--- src/rtl/wdog_pkg.sv ---
package wdog_pkg;

    localparam int VAL_W = 8;

    typedef enum logic [1:0] {
        RATE_FAST = 2'b00,
        RATE_MID  = 2'b01,
        RATE_SEC  = 2'b10,
        RATE_MIN  = 2'b11
    } rate_e;

    typedef enum logic [1:0] {
        A_CTRL   = 2'd0,
        A_VALUE  = 2'd1,
        A_STATUS = 2'd2,
        A_NONE   = 2'd3
    } reg_addr_e;

    // Control layout: bit 0 enable, bits 2:1 rate
    typedef struct packed {
        rate_e rate;
        logic  en;
    } ctrl_t;

    // Bus-side commands handed to the counter
    typedef struct packed {
        logic             load;
        logic [VAL_W-1:0] value;
        logic             stat_rd;
    } cmd_t;

    // Last prescaler state (divide ratio minus one) for a rate
    function automatic int unsigned rate_last(rate_e r, int unsigned mid,
                                              int unsigned sec, int unsigned lng);
        case (r)
            RATE_FAST: return 0;
            RATE_MID:  return mid - 1;
            RATE_SEC:  return sec - 1;
            default:   return lng - 1;
        endcase
    endfunction

endpackage

--- src/rtl/wdog_presc.sv ---
module wdog_presc
    import wdog_pkg::*;
#(
    parameter int unsigned MID_DIV  = 64,
    parameter int unsigned SEC_DIV  = 4096,
    parameter int unsigned LONG_DIV = 245760,
    localparam int PW = (LONG_DIV > 2) ? $clog2(LONG_DIV) : 1
) (
    input  logic  clk,
    input  logic  rst,
    input  logic  en,
    input  rate_e rate,
    input  logic  tick_in,
    input  logic  restart,
    output logic  src_tick
);
    logic [PW-1:0] pcnt_q;
    logic [31:0]   last;
    logic          at_last;

    always_comb begin
        last    = 32'(rate_last(rate, MID_DIV, SEC_DIV, LONG_DIV));
        at_last = 32'(pcnt_q) >= last;
        src_tick = en && tick_in && at_last;
    end

    always_ff @(posedge clk) begin
        if (rst || restart) begin
            pcnt_q <= '0;
        end else if (en && tick_in) begin
            if (at_last) pcnt_q <= '0;
            else         pcnt_q <= pcnt_q + 1'b1;
        end
    end
endmodule

--- src/rtl/wdog_counter.sv ---
module wdog_counter
    import wdog_pkg::*;
(
    input  logic             clk,
    input  logic             rst,
    input  logic             en,
    input  logic             src_tick,
    input  cmd_t             cmd,
    output logic [VAL_W-1:0] cnt,
    output logic             flag
);
    logic [VAL_W-1:0] cnt_q;
    logic             flag_q;
    logic             step;
    logic             hit;

    always_comb begin
        step = en && src_tick && (cnt_q != '0);
        hit  = step && (cnt_q == VAL_W'(1));
    end

    always_ff @(posedge clk) begin
        if (rst) begin
            cnt_q  <= '0;
            flag_q <= 1'b0;
        end else if (cmd.load) begin
            cnt_q  <= cmd.value;
            flag_q <= 1'b0;
        end else begin
            if (step) cnt_q <= cnt_q - 1'b1;
            // a set event outranks a clearing status read
            if (hit)              flag_q <= 1'b1;
            else if (cmd.stat_rd) flag_q <= 1'b0;
        end
    end

    assign cnt  = cnt_q;
    assign flag = flag_q;
endmodule

--- src/rtl/wdog_regs.sv ---
module wdog_regs
    import wdog_pkg::*;
(
    input  logic             clk,
    input  logic             rst,
    input  logic             wr_en,
    input  logic             rd_en,
    input  logic [1:0]       addr,
    input  logic [7:0]       wdata,
    input  logic [VAL_W-1:0] cnt,
    input  logic             flag,
    output ctrl_t            ctrl,
    output cmd_t             cmd,
    output logic [7:0]       rdata
);
    ctrl_t     ctrl_q;
    reg_addr_e a;

    assign a = reg_addr_e'(addr);

    always_ff @(posedge clk) begin
        if (rst)                      ctrl_q <= '0;
        else if (wr_en && a == A_CTRL) ctrl_q <= ctrl_t'(wdata[2:0]);
    end

    always_comb begin
        cmd.load    = wr_en && (a == A_VALUE);
        cmd.value   = wdata[VAL_W-1:0];
        cmd.stat_rd = rd_en && (a == A_STATUS);
        case (a)
            A_CTRL:   rdata = {5'b0, ctrl_q};
            A_VALUE:  rdata = 8'(cnt);
            A_STATUS: rdata = {7'b0, flag};
            default:  rdata = 8'h00;
        endcase
    end

    assign ctrl = ctrl_q;
endmodule

--- src/rtl/wdog_cntdn.sv ---
module wdog_cntdn
    import wdog_pkg::*;
#(
    parameter int unsigned MID_DIV = 64,
    parameter int unsigned SEC_DIV = 4096,
    parameter int unsigned MIN_MUL = 60
) (
    input  logic       clk,
    input  logic       rst,
    input  logic       tick_4k,
    input  logic       wr_en,
    input  logic       rd_en,
    input  logic [1:0] addr,
    input  logic [7:0] wdata,
    output logic [7:0] rdata,
    output logic       irq
);
    localparam int unsigned LONG_DIV = SEC_DIV * MIN_MUL;

    ctrl_t            ctrl_q;
    cmd_t             cmd;
    logic [VAL_W-1:0] count_q;
    logic             flag_q;
    logic             src_tick;

    wdog_regs u_regs (
        .clk(clk), .rst(rst), .wr_en(wr_en), .rd_en(rd_en), .addr(addr),
        .wdata(wdata), .cnt(count_q), .flag(flag_q), .ctrl(ctrl_q),
        .cmd(cmd), .rdata(rdata)
    );

    wdog_presc #(.MID_DIV(MID_DIV), .SEC_DIV(SEC_DIV), .LONG_DIV(LONG_DIV)) u_presc (
        .clk(clk), .rst(rst), .en(ctrl_q.en), .rate(ctrl_q.rate),
        .tick_in(tick_4k), .restart(cmd.load), .src_tick(src_tick)
    );

    wdog_counter u_cnt (
        .clk(clk), .rst(rst), .en(ctrl_q.en), .src_tick(src_tick),
        .cmd(cmd), .cnt(count_q), .flag(flag_q)
    );

    assign irq = flag_q;
endmodule

--- config.mk ---
export PLATFORM = sky130hd
export DESIGN_NAME = wdog_cntdn
export DESIGN_NICKNAME = d
export VERILOG_FILES = /design/src/rtl/wdog_pkg.sv /design/src/rtl/wdog_presc.sv /design/src/rtl/wdog_counter.sv /design/src/rtl/wdog_regs.sv /design/src/rtl/wdog_cntdn.sv
export SDC_FILE = /design/constraint.sdc
export NUM_CORES = 1
export LEC_CHECK = 0
export BUFFER_PORTS_ARGS = -buffer_cell sky130_fd_sc_hd__buf_2
export CAP_MARGIN = 10
export CELL_PAD_IN_SITES_DETAIL_PLACEMENT = 1
export CELL_PAD_IN_SITES_GLOBAL_PLACEMENT = 1
export CORE_MARGIN = 1.5
export CORE_UTILIZATION = 48
export CTS_BUF_LIST = sky130_fd_sc_hd__clkbuf_8
export CTS_CLUSTER_SIZE = 8
export DETAILED_ROUTE_END_ITERATION = 12
export GPL_TIMING_DRIVEN = 0
export PLACE_DENSITY_LB_ADDON = 0.1
export SYNTH_ARGS = -nofsm -noshare
export SYNTH_HDL_FRONTEND = slang
export SYNTH_SLANG_ARGS = --single-unit
--- constraint.sdc ---
create_clock -name clk -period 6.2 [get_ports clk]
set_clock_uncertainty 0.15 [all_clocks]
set_input_delay 0.62 -clock clk [delete_from_list [all_inputs] [get_ports clk]]
set_output_delay 0.62 -clock clk [all_outputs]
set_load 0.01 [all_outputs]
* Word-level counts from Yosys, hierarchy flattened *
Cells that the tools add are included.

operators by class
  $add $sub $neg = 2
  multiply operators = 0
  divide/modulo/power cells = 0
  $lt $le $gt $ge = 1
  eq/ne operators = 5
  shift-type cells = 0
  muxes and demuxes = 7
  bitwise operators = 0
  reduce and logical (&&, ||, !) cells = 15

operators by type and width
  operator                                          count
  case mux 18 bit (3 select lines)                  1
  case mux 8 bit (3 select lines)                   1
  adder 18 x 1 -> 18 bit, second input constant     1
  greater-or-equal comparator 18 bit                1
  two-way mux 18 bit                                1
  two-way mux 8 bit                                 2
  == test 8 x 1 -> 1 bit, second input constant     1
  logical AND 1 bit                                 8
  nonzero test 8 bit                                1
  subtractor 8 x 1 -> 8 bit, second input constant  1
  == test 2 x 1 -> 1 bit, second input constant     2
  == test 2 bit, second input constant              2
  zero test 2 bit                                   2
  nonzero test 2 bit                                2
  two-way mux 1 bit                                 2
  OR reduction 2 bit                                1
  logical OR 1 bit                                  1

storage, ports and cells
  register bits after elaboration = 30
  latch bits = 0
  memory bits (writable) = 0
  bits in read-only memories = 0
  input port bits = 15
  output and inout bits = 9
  logic and storage cells = 35
  memories kept = 0

* Depth between registers and ports, before layout *
Gate-level depths: netlist of run 1.

  depth in word-level cells = 8
  gate-level depth with buffers = 10
  gate-level depth less buffers = 9

* Modules after synthesis *
From an unflattened synthesis of run 1, not the netlist that was laid out.

second synthesis, totals
  cell total of the unflattened synthesis = 223
  area, all modules = 1930.6 um^2

modules (own cells, without submodules)
  module        instances  cells an instance  area an instance (um^2)  seq. area each (um^2)
  wdog_presc    1          121                1043.5                   360.3
  wdog_counter  1          65                 564.3                    180.2
  wdog_regs     1          37                 322.8                    60.1

* Worst setup path before layout of run 1 *
No wires, ideal clock.

  kind = register to register
  start point = reg u_regs.ctrl[2] (netlist name)
  end point = reg u_cnt.cnt_q[5] (netlist: u_cnt.cnt[5])
  library setup time = 91 ps
  data arrival time = 2256 ps
  required time = 5959 ps
  slack = 3703 ps
  cell stages (with the launch flop) = 9
  path buffers = 0
  period minus slack after synthesis = 2497 ps
  cell sequence = dfxtp_1 nand2_1 ha_1 and4b_1 and2_1 o2111ai_2 a31o_1 or4_1 a311oi_1

on the way
  cells in the longest elaborated chain, start to end = 7
  elaborated cells on any way between the ends = 9
  classes of those cells = order compare (1); eq/ne (2); mux (1); reduce/logical (5)

ends and longest elaborated chain
  element                                  RTL line            RTL
  == test 2 bit (tied with other cells)    wdog_pkg.sv:35      case (r)
  case mux 18 bit (3 select lines) (*)     wdog_pkg.sv:35
  greater-or-equal comparator 18 bit (*)   wdog_presc.sv:23    at_last = 32'(pcnt_q) >= last;
  logical AND 1 bit (*)                    wdog_presc.sv:24    src_tick = en && tick_in && at_last;
  logical AND 1 bit (*) (2 in series)      wdog_counter.sv:18  step = en && src_tick && (cnt_q != '0);
  nonzero test 2 bit (no source line) (*)  -
  end signal: assignment                   wdog_counter.sv:27  cnt_q <= cmd.value;
  end signal: assignment                   wdog_counter.sv:30  if (step) cnt_q <= cnt_q - 1'b1;
  end: declaration                         wdog_counter.sv:12  logic [VAL_W-1:0] cnt_q;

Every way passes the cells marked *; elsewhere a longest branch is shown, timed or not.
A chain may end at the register's enable or synchronous reset.

* Worst setup path after layout of run 1 *
  start point = reg u_regs.ctrl[2] (netlist name)
  end point = reg u_cnt.cnt_q[3] (netlist: u_cnt.cnt[3])

on the way
  cells in the longest elaborated chain, start to end = 7
  elaborated cells on any way between the ends = 9
  classes of those cells = order compare (1); eq/ne (2); mux (1); reduce/logical (5)

ends and longest elaborated chain
  element                                  RTL line
  == test 2 bit (tied with other cells)    wdog_pkg.sv:35
  case mux 18 bit (3 select lines) (*)     wdog_pkg.sv:35
  greater-or-equal comparator 18 bit (*)   wdog_presc.sv:23
  logical AND 1 bit (*)                    wdog_presc.sv:24
  logical AND 1 bit (*) (2 in series)      wdog_counter.sv:18
  nonzero test 2 bit (no source line) (*)  -

Marks and branches as above.

==> metrics.cfg, run 1 <==
[worst_setup_path]
cp.arrival_ns = 3.06
worstPathRequired_ns = 6.24
timing.critical_path.from = u_regs.ctrl[2]$_SDFFE_PP0P_
crit_type = flop to flop
start_kind = flop
cp_max_fo = 10
reg2reg_from = u_regs.ctrl[2]$_SDFFE_PP0P_
cp-end-kind = flop

[yosys]
yosysSeqAreaShare_pct = 31.4
synth_compound_area_share_pct = 12.6
synth_edf_count = 0
synth_cell_types = 39
ys.flop_type = dfxtp_1
synth-xor-area-share_pct = 7.79
synth_top_family_by_area = simple AND/OR/NAND/NOR gates
synthCells = 239
synth.avg_cell_area_sq_um = 7.99
synth_top_area_cell = dfxtp_1
synth-async-reset-ratio_pct = 0
synth_top_cell_area_share_pct = 31.4
syn_nets = 270
syn_area_sq_um = 1910
synth_area_leaders = dfxtp_1 31%, ha_1 10%, nor2_1 7.1%
yosys_warnings = 0
synthSimpleGateAreaFrac_pct = 31.2
muxShareOfSynthArea_pct = 2.62
synth_fa_ha_area_share_pct = 10.5
synth_seq_cells = 30

[floorplanning]
core_area_sq_um = 3740
die-area_sq_um = 4370
die_h_um = 66.1
die_x_um = 66.1
initial_utilization_pct = 51.0
num_rows = 22
pin_count = 24

[clock_network]
clock_latency_ns = 0.29
cts_root_buf = clkbuf_8
holdBufCountCts = 0
cts_resized = 0
path_clk_slew_ns = 0.07
cts_buffers = 5
cts_setup_buffers = 0
clockBufferDepth = 2
cts_tree = done
cts_num_sinks = 30
htreeDepth = 2

[timing]
tns_ns = 0
finalHoldViolations = 0
maxSlewHeadroom_pct = 48.4
final_max_slew_viol_count = 0
setup_violations = 0
fin_crit_sh_pct = 48.6
period_minus_slack_ns = 3.01
max_freq_mhz = 332
worst_pin_slew_ns = 0.773
rsz0062_at_grt = false

[detailed_routing]
wl_um = 5210
dr.pass1.iters = 4
dr_total_vias = 1829
drcViolationCount = 0
antenna_left = 0
avgRoutedWirePerCell_um = 16.4
drtIter0Drc = 74
routed_via_density = 5.77

[place]
io_buffers = 22
dp_cells = 309
routabilityCongestion = 0.819
postPlaceCellArea_sq_um = 2080
dp_hpwl_um = 3910

[cells_and_area]
finalNonFillerCells = 317
layout-drive-gt1-share_pct = 13.0
fill_cells = 490
diodes = 0
nNetsFinal = 299
stdcell_area_sq_um = 2190
area_delta_synth_final_pct = 14.6

[global_route]
grt_pass1_wl_um = 8670
grt-ovfl-total = 0
grt_pass1_vias = 1837
grt_usage_pct = 26.4
antenna_found_initial = 0
grt_max_degree = 11

[outcome]
status = finished, final reports clean

[pwr]
peakVddDrop_uv = 173
p_leak_uw = 0.000883
p_per_area_nw_per_um2 = 210

[worst_hold_path]
worstHoldStart = u_cnt.flag$_SDFFE_PP0P_
hold_class = flop to flop

[job]
drv_cap = 0

==> cell usage after synthesis, types with 7 or more instances <==
master and instances:
nor3_1 9, inv_1 11, nand2_1 23, nor2_1 36, dfxtp_1 30, clkbuf_1 7, xnor2_1 7, nand3_1 12
xor2_1 10, a21oi_1 7, ha_1 16, nand4_1 8, and2_1 10
==> power breakdown <==
group	internal (uW)	switching, uW
combinational	21.3	38.1
clock	118	80.4
sequential	196	5.22
total	336	124
==> state kept, by name, indices dropped and copies added, names as in the netlist <==
name and count:
u_presc.pcnt_q 18, u_cnt.cnt 8, u_regs.ctrl 3, u_cnt.flag 1
==> cell usage in the layout, fill, tap and decap left out, types with 2 or more instances in the layout <==
cell type	n
nor3_1	9
and3_1	5
a31o_1	2
ha_1	16
nand2b_1	2
o21ai_0	3
nand3_1	12
a31oi_1	3
clkbuf_1	7
o31ai_1	3
buf_2	23
nand4_1	8
dfxtp_1	30
nor3b_1	2
and2_1	10
xnor2_1	7
a21oi_1	7
inv_1	11
nor4_1	2
xor2_1	10
nand2_1	23
clkbuf_8	5
nor2_1	36
nor2b_1	4
a31o_2	2
clkinv_2	2
and4_1	2
mux2i_1	5
a311oi_1	5
==> path summary, 6_finish.rpt <==
| kind | endpoint | slack, ns | depth (start not counted) |
|---|---|---|---|
| hold reg to reg | u_cnt.flag$_SDFFE_PP0P_ | 0.33 | 2 |
| setup reg to reg | u_cnt.cnt[3]$_SDFFE_PP0P_ | 3.19 | 9 |
| hold / removal | u_cnt.flag$_SDFFE_PP0P_ | 0.33 | 2 |
| setup / recovery | u_cnt.cnt[3]$_SDFFE_PP0P_ | 3.19 | 9 |
==> routing by layer <==
layer	wire, um	GRT usage, %
met1	2600	36.2
met2	2400	41.8
met3	152	5.62
met4	53	6.89
met5	0	0
==> cells by family (layout without fill, tap and decap cells) <==
group                    after synthesis  after routing
XOR/XNOR                              17             17
adder cells (fa/ha/maj)               16             16
multiplexers                           5              5
flip-flops                            30             30
AND/OR/NAND/NOR                      120            120
buffers and inverters                 19             49
AO/OA/AOI/OAI                         32             32
==> per-stage QoR <==
step | hold slack, ns | setup WS (ns) | total power [uW] | util (%)
floorplan | 0.331 | 3.70 | 243 | -
global placement | 0.321 | 3.20 | 262 | 55.6
detailed placement | 0.323 | 3.14 | 264 | 55.6
CTS | 0.332 | 3.18 | 462 | 58.5
global route | 0.364 | 2.97 | 479 | 58.5
finish | 0.328 | 3.19 | 460 | 58.5
==> worst max-delay path, stage by stage, from the launching register on <==
cell and delay, ns:
dfxtp_1 0.47, nand2_1 0.21, ha_1 0.36, a21oi_1 0.16, o21ai_0 0.12, a221oi_1 0.47
a31oi_1 0.25, buf_2 0.25, a31o_1 0.22, a311oi_1 0.26
==> final cells by class <==
cell class	instances	area (sq um)	share of cell area [%]
Buffer	8	31.3	1.43
Clock buffer	5	68.8	3.14
Clock inverter	3	40.0	1.83
Inverter	11	41.3	1.89
Multi-Input combinational cell	190	1240	56.5
Sequential cell	30	601	27.4
Tap cell	48	60.1	2.74
Timing Repair Buffer	22	110	5.03
No activity file was read; power rests on OpenSTA's default activity.
==> run 2, diff against run 1 <==
--- a/config.mk
+++ b/config.mk
@@ -10,7 +10,7 @@
 export CELL_PAD_IN_SITES_DETAIL_PLACEMENT = 1
 export CELL_PAD_IN_SITES_GLOBAL_PLACEMENT = 1
 export CORE_MARGIN = 1.5
-export CORE_UTILIZATION = 48
+export CORE_UTILIZATION = 40
 export CTS_BUF_LIST = sky130_fd_sc_hd__clkbuf_8
 export CTS_CLUSTER_SIZE = 8
 export DETAILED_ROUTE_END_ITERATION = 12
==> constraint.sdc (replaced) <==
create_clock -name clk -period 2.5 [get_ports clk]
set_clock_uncertainty 0.15 [all_clocks]
set_input_delay 0.25 -clock clk [delete_from_list [all_inputs] [get_ports clk]]
set_output_delay 0.25 -clock clk [all_outputs]
set_load 0.01 [all_outputs]
==> metrics.cfg, run 2 (same netlist as run 1, synthesis figures left out) <==
[outcome]
status = finished, violations left
violations = negative setup slack

[pwr]
p_total_uw = 1140  ; +150%
p_per_area_nw_per_um2 = 419  ; +100%
peakVddDrop_uv = 340  ; +96%
p_seq_share_pct = 44.0  ; about the same
switching_share_pct = 30.4  ; +3.5 points
power.internal_uw = 794  ; +140%
p_leak_uw = 0.00106  ; +20%
power.clock.fraction_pct = 36.3  ; -6.9 points
p_sw_uw = 346  ; +180%
comb_power_share_pct = 19.7  ; +6.8 points

[worst_setup_path]
path_cells = clkinvlp_4 > buf_6 > ha_4 > nand4_1 > nor4_4 > o31ai_4 > a31o_1 > or4_1 > a311oi_2
start_kind = flop
crit_type = flop to flop
worstPathRequired_ns = 2.54  ; -3.70 ns
crit_family = simple AND/OR/NAND/NOR gates
cp.arrival_ns = 2.90  ; -0.16 ns
crit_buf_inv = 2  ; +1
regToRegSetupSlack_ns = -0.36  ; -3.55 ns
cp-end-kind = flop
cp_max_fo = 3  ; -7
slowest_delay_ns = 0.42  ; -0.05 ns
slowest_stage = or4_1

[place]
io_buffers = 22  ; unchanged
dp_hpwl_um = 3840  ; -1.8%
postPlaceCellArea_sq_um = 2090  ; +0.24%
routabilityCongestion = 0.774  ; -5.5%

[cells_and_area]
stdcell_area_sq_um = 2720  ; +24%
nNetsFinal = 321  ; +7.4%
largest_reg_flops = 18  ; unchanged
regArea_sq_um = 608  ; +1.2%
fill_cells = 517  ; +5.5%
mostFrequentLayoutCell = nor2_1
mostFrequentLayoutCells = 34 x nor2_1, 28 x dfxtp_1, 22 x buf_2
regMostFlops = u_presc.pcnt_q
multiInputGateArea_sq_um = 1540  ; +24%
area_delta_synth_final_pct = 42.2
diodes = 0  ; unchanged
layout-drive-gt1-share_pct = 30.9  ; +18 points

[clock_network]
cts_tree = done
clockBufferDepth = 2  ; unchanged
cts_buffers = 5  ; unchanged
cts_root_buf = clkbuf_8
path_clk_slew_ns = 0.06  ; about the same
clock_latency_ns = 0.29  ; about the same
htreeDepth = 2  ; unchanged
cts_num_sinks = 30  ; unchanged

[detailed_routing]
routed_via_density = 5.95  ; +3.1%
drtIter0Drc = 164  ; +120%
drcViolationCount = 0  ; unchanged
avgRoutedWirePerCell_um = 21.5  ; +31%
dr.pass1.iters = 4  ; unchanged
dr_total_vias = 2040  ; +12%
antenna_left = 0  ; unchanged
wl_um = 7390  ; +42%

[timing]
period_minus_slack_ns = 2.86  ; -0.151 ns
finalHoldViolations = 0  ; unchanged
worst_pin_slew_ns = 0.897  ; +0.125 ns
fin_crit_sh_pct = 115  ; +66 points
max_freq_mhz = 349  ; +5.3%
setup_violations = 26  ; +26
final_max_slew_viol_count = 0  ; unchanged
maxSlewHeadroom_pct = 40.0  ; -8.3 points
fin_ws_ns = -0.363  ; -3.55 ns
rsz0062_at_grt = true

[global_route]
grt_usage_pct = 28.4  ; +2.1 points
grt_max_degree = 11  ; unchanged
grt-ovfl-total = 0  ; unchanged
grt_pass1_vias = 2155  ; +17%
antenna_found_initial = 0  ; unchanged
grt_pass1_wl_um = 11100  ; +28%

[floorplanning]
num_rows = 24  ; +9.1%
die_x_um = 72.1  ; +9.1%
pin_count = 24  ; unchanged
initial_utilization_pct = 42.7  ; -8.3 points
core_area_sq_um = 4470  ; +20%
die-area_sq_um = 5200  ; +19%
die_h_um = 72.1  ; +9.1%

[worst_hold_path]
hold_class = input port to flop

[job]
drv_cap = 0  ; unchanged

## run 2: cell types whose count changed in the layout (fill, tap and decap cells not counted), moves of 3 or more
cell	delta
buf_4	+14
ha_4	+9
ha_1	-9
o31ai_1	-3
nand3_1	-3
nand3_2	+3
buf_6	+8
## run 2: what timing repair did
| item | 4_1_cts | 5_1_grt |
|---|---|---|
| setup endpoints to repair | 27 | 26 |
| gates cloned | 1 | 0 |
| gates resized for setup | 47 | 16 |
| buffers inserted | 17 | 5 |
| hold buffers | 0 | 0 |
| pin swaps | 13 | 14 |
## run 2: layout make-up
cell class              instances  share of cell area [%]
flip-flops and latches         30                    22.4
multi-input cells             190                    56.7
repair buffers                 44                    11.4
well taps                      52                    2.39
inverters                      11                    1.66
clock buffers                   6                    3.04
plain buffers                   8                    2.16
clock inverters                 2                   0.322
## run 2: power groups by stage
stage	Clock, uW	Combinational, uW	Sequential (uW)
after global placement	0	141	511
after global routing	444	239	502
after CTS	417	189	500
final	414	225	502
after detailed placement	0	145	511
after floorplan	0	97.5	506
## run 2: per-layer routing
layer / vias to the layer above / global-route usage (%) / wire (um)
li1: 951 / - / -
met1: 990 / 35.1 / 3230
met2: 69 / 47.8 / 3570
met3: 30 / 4.72 / 286
met4: 0 / 14.3 / 300
met5: - / 0 / 0
## run 2: worst register-to-register path, cell delays in order, from the launching register on
cell	delay (ns)
dfxtp_4	0.38
clkinvlp_4	0.13
buf_6	0.16
ha_4	0.27
nand4_1	0.25
nor4_4	0.37
o31ai_4	0.14
a31o_1	0.25
or4_1	0.42
a311oi_2	0.25
## run 2: final timing paths
check	endpoint	cells after the start	startpoint
setup / recovery	u_cnt.cnt[5]$_SDFFE_PP0P_	9	u_regs.ctrl[2]$_SDFFE_PP0P_
hold / removal	u_regs.ctrl[0]$_SDFFE_PP0P_	3	wdata[0]
setup reg to reg	u_cnt.cnt[5]$_SDFFE_PP0P_	9	u_regs.ctrl[2]$_SDFFE_PP0P_
hold reg to reg	u_cnt.flag$_SDFFE_PP0P_	2	u_cnt.flag$_SDFFE_PP0P_
## run 2: per-stage QoR
stage	worst slack [ns]	util [%]	hold slack (ns)	TNS (ns)	std cells
floorplan	0.00278	-	0.239	0	239
global placement	-0.439	46.6	0.313	-7.93	313
detailed placement	-0.506	46.6	0.324	-8.69	313
CTS	-0.137	58.3	0.0756	-0.311	339
global route	-0.448	60.7	0.0962	-8.13	343
finish	-0.363	60.7	0.0739	-6.17	343
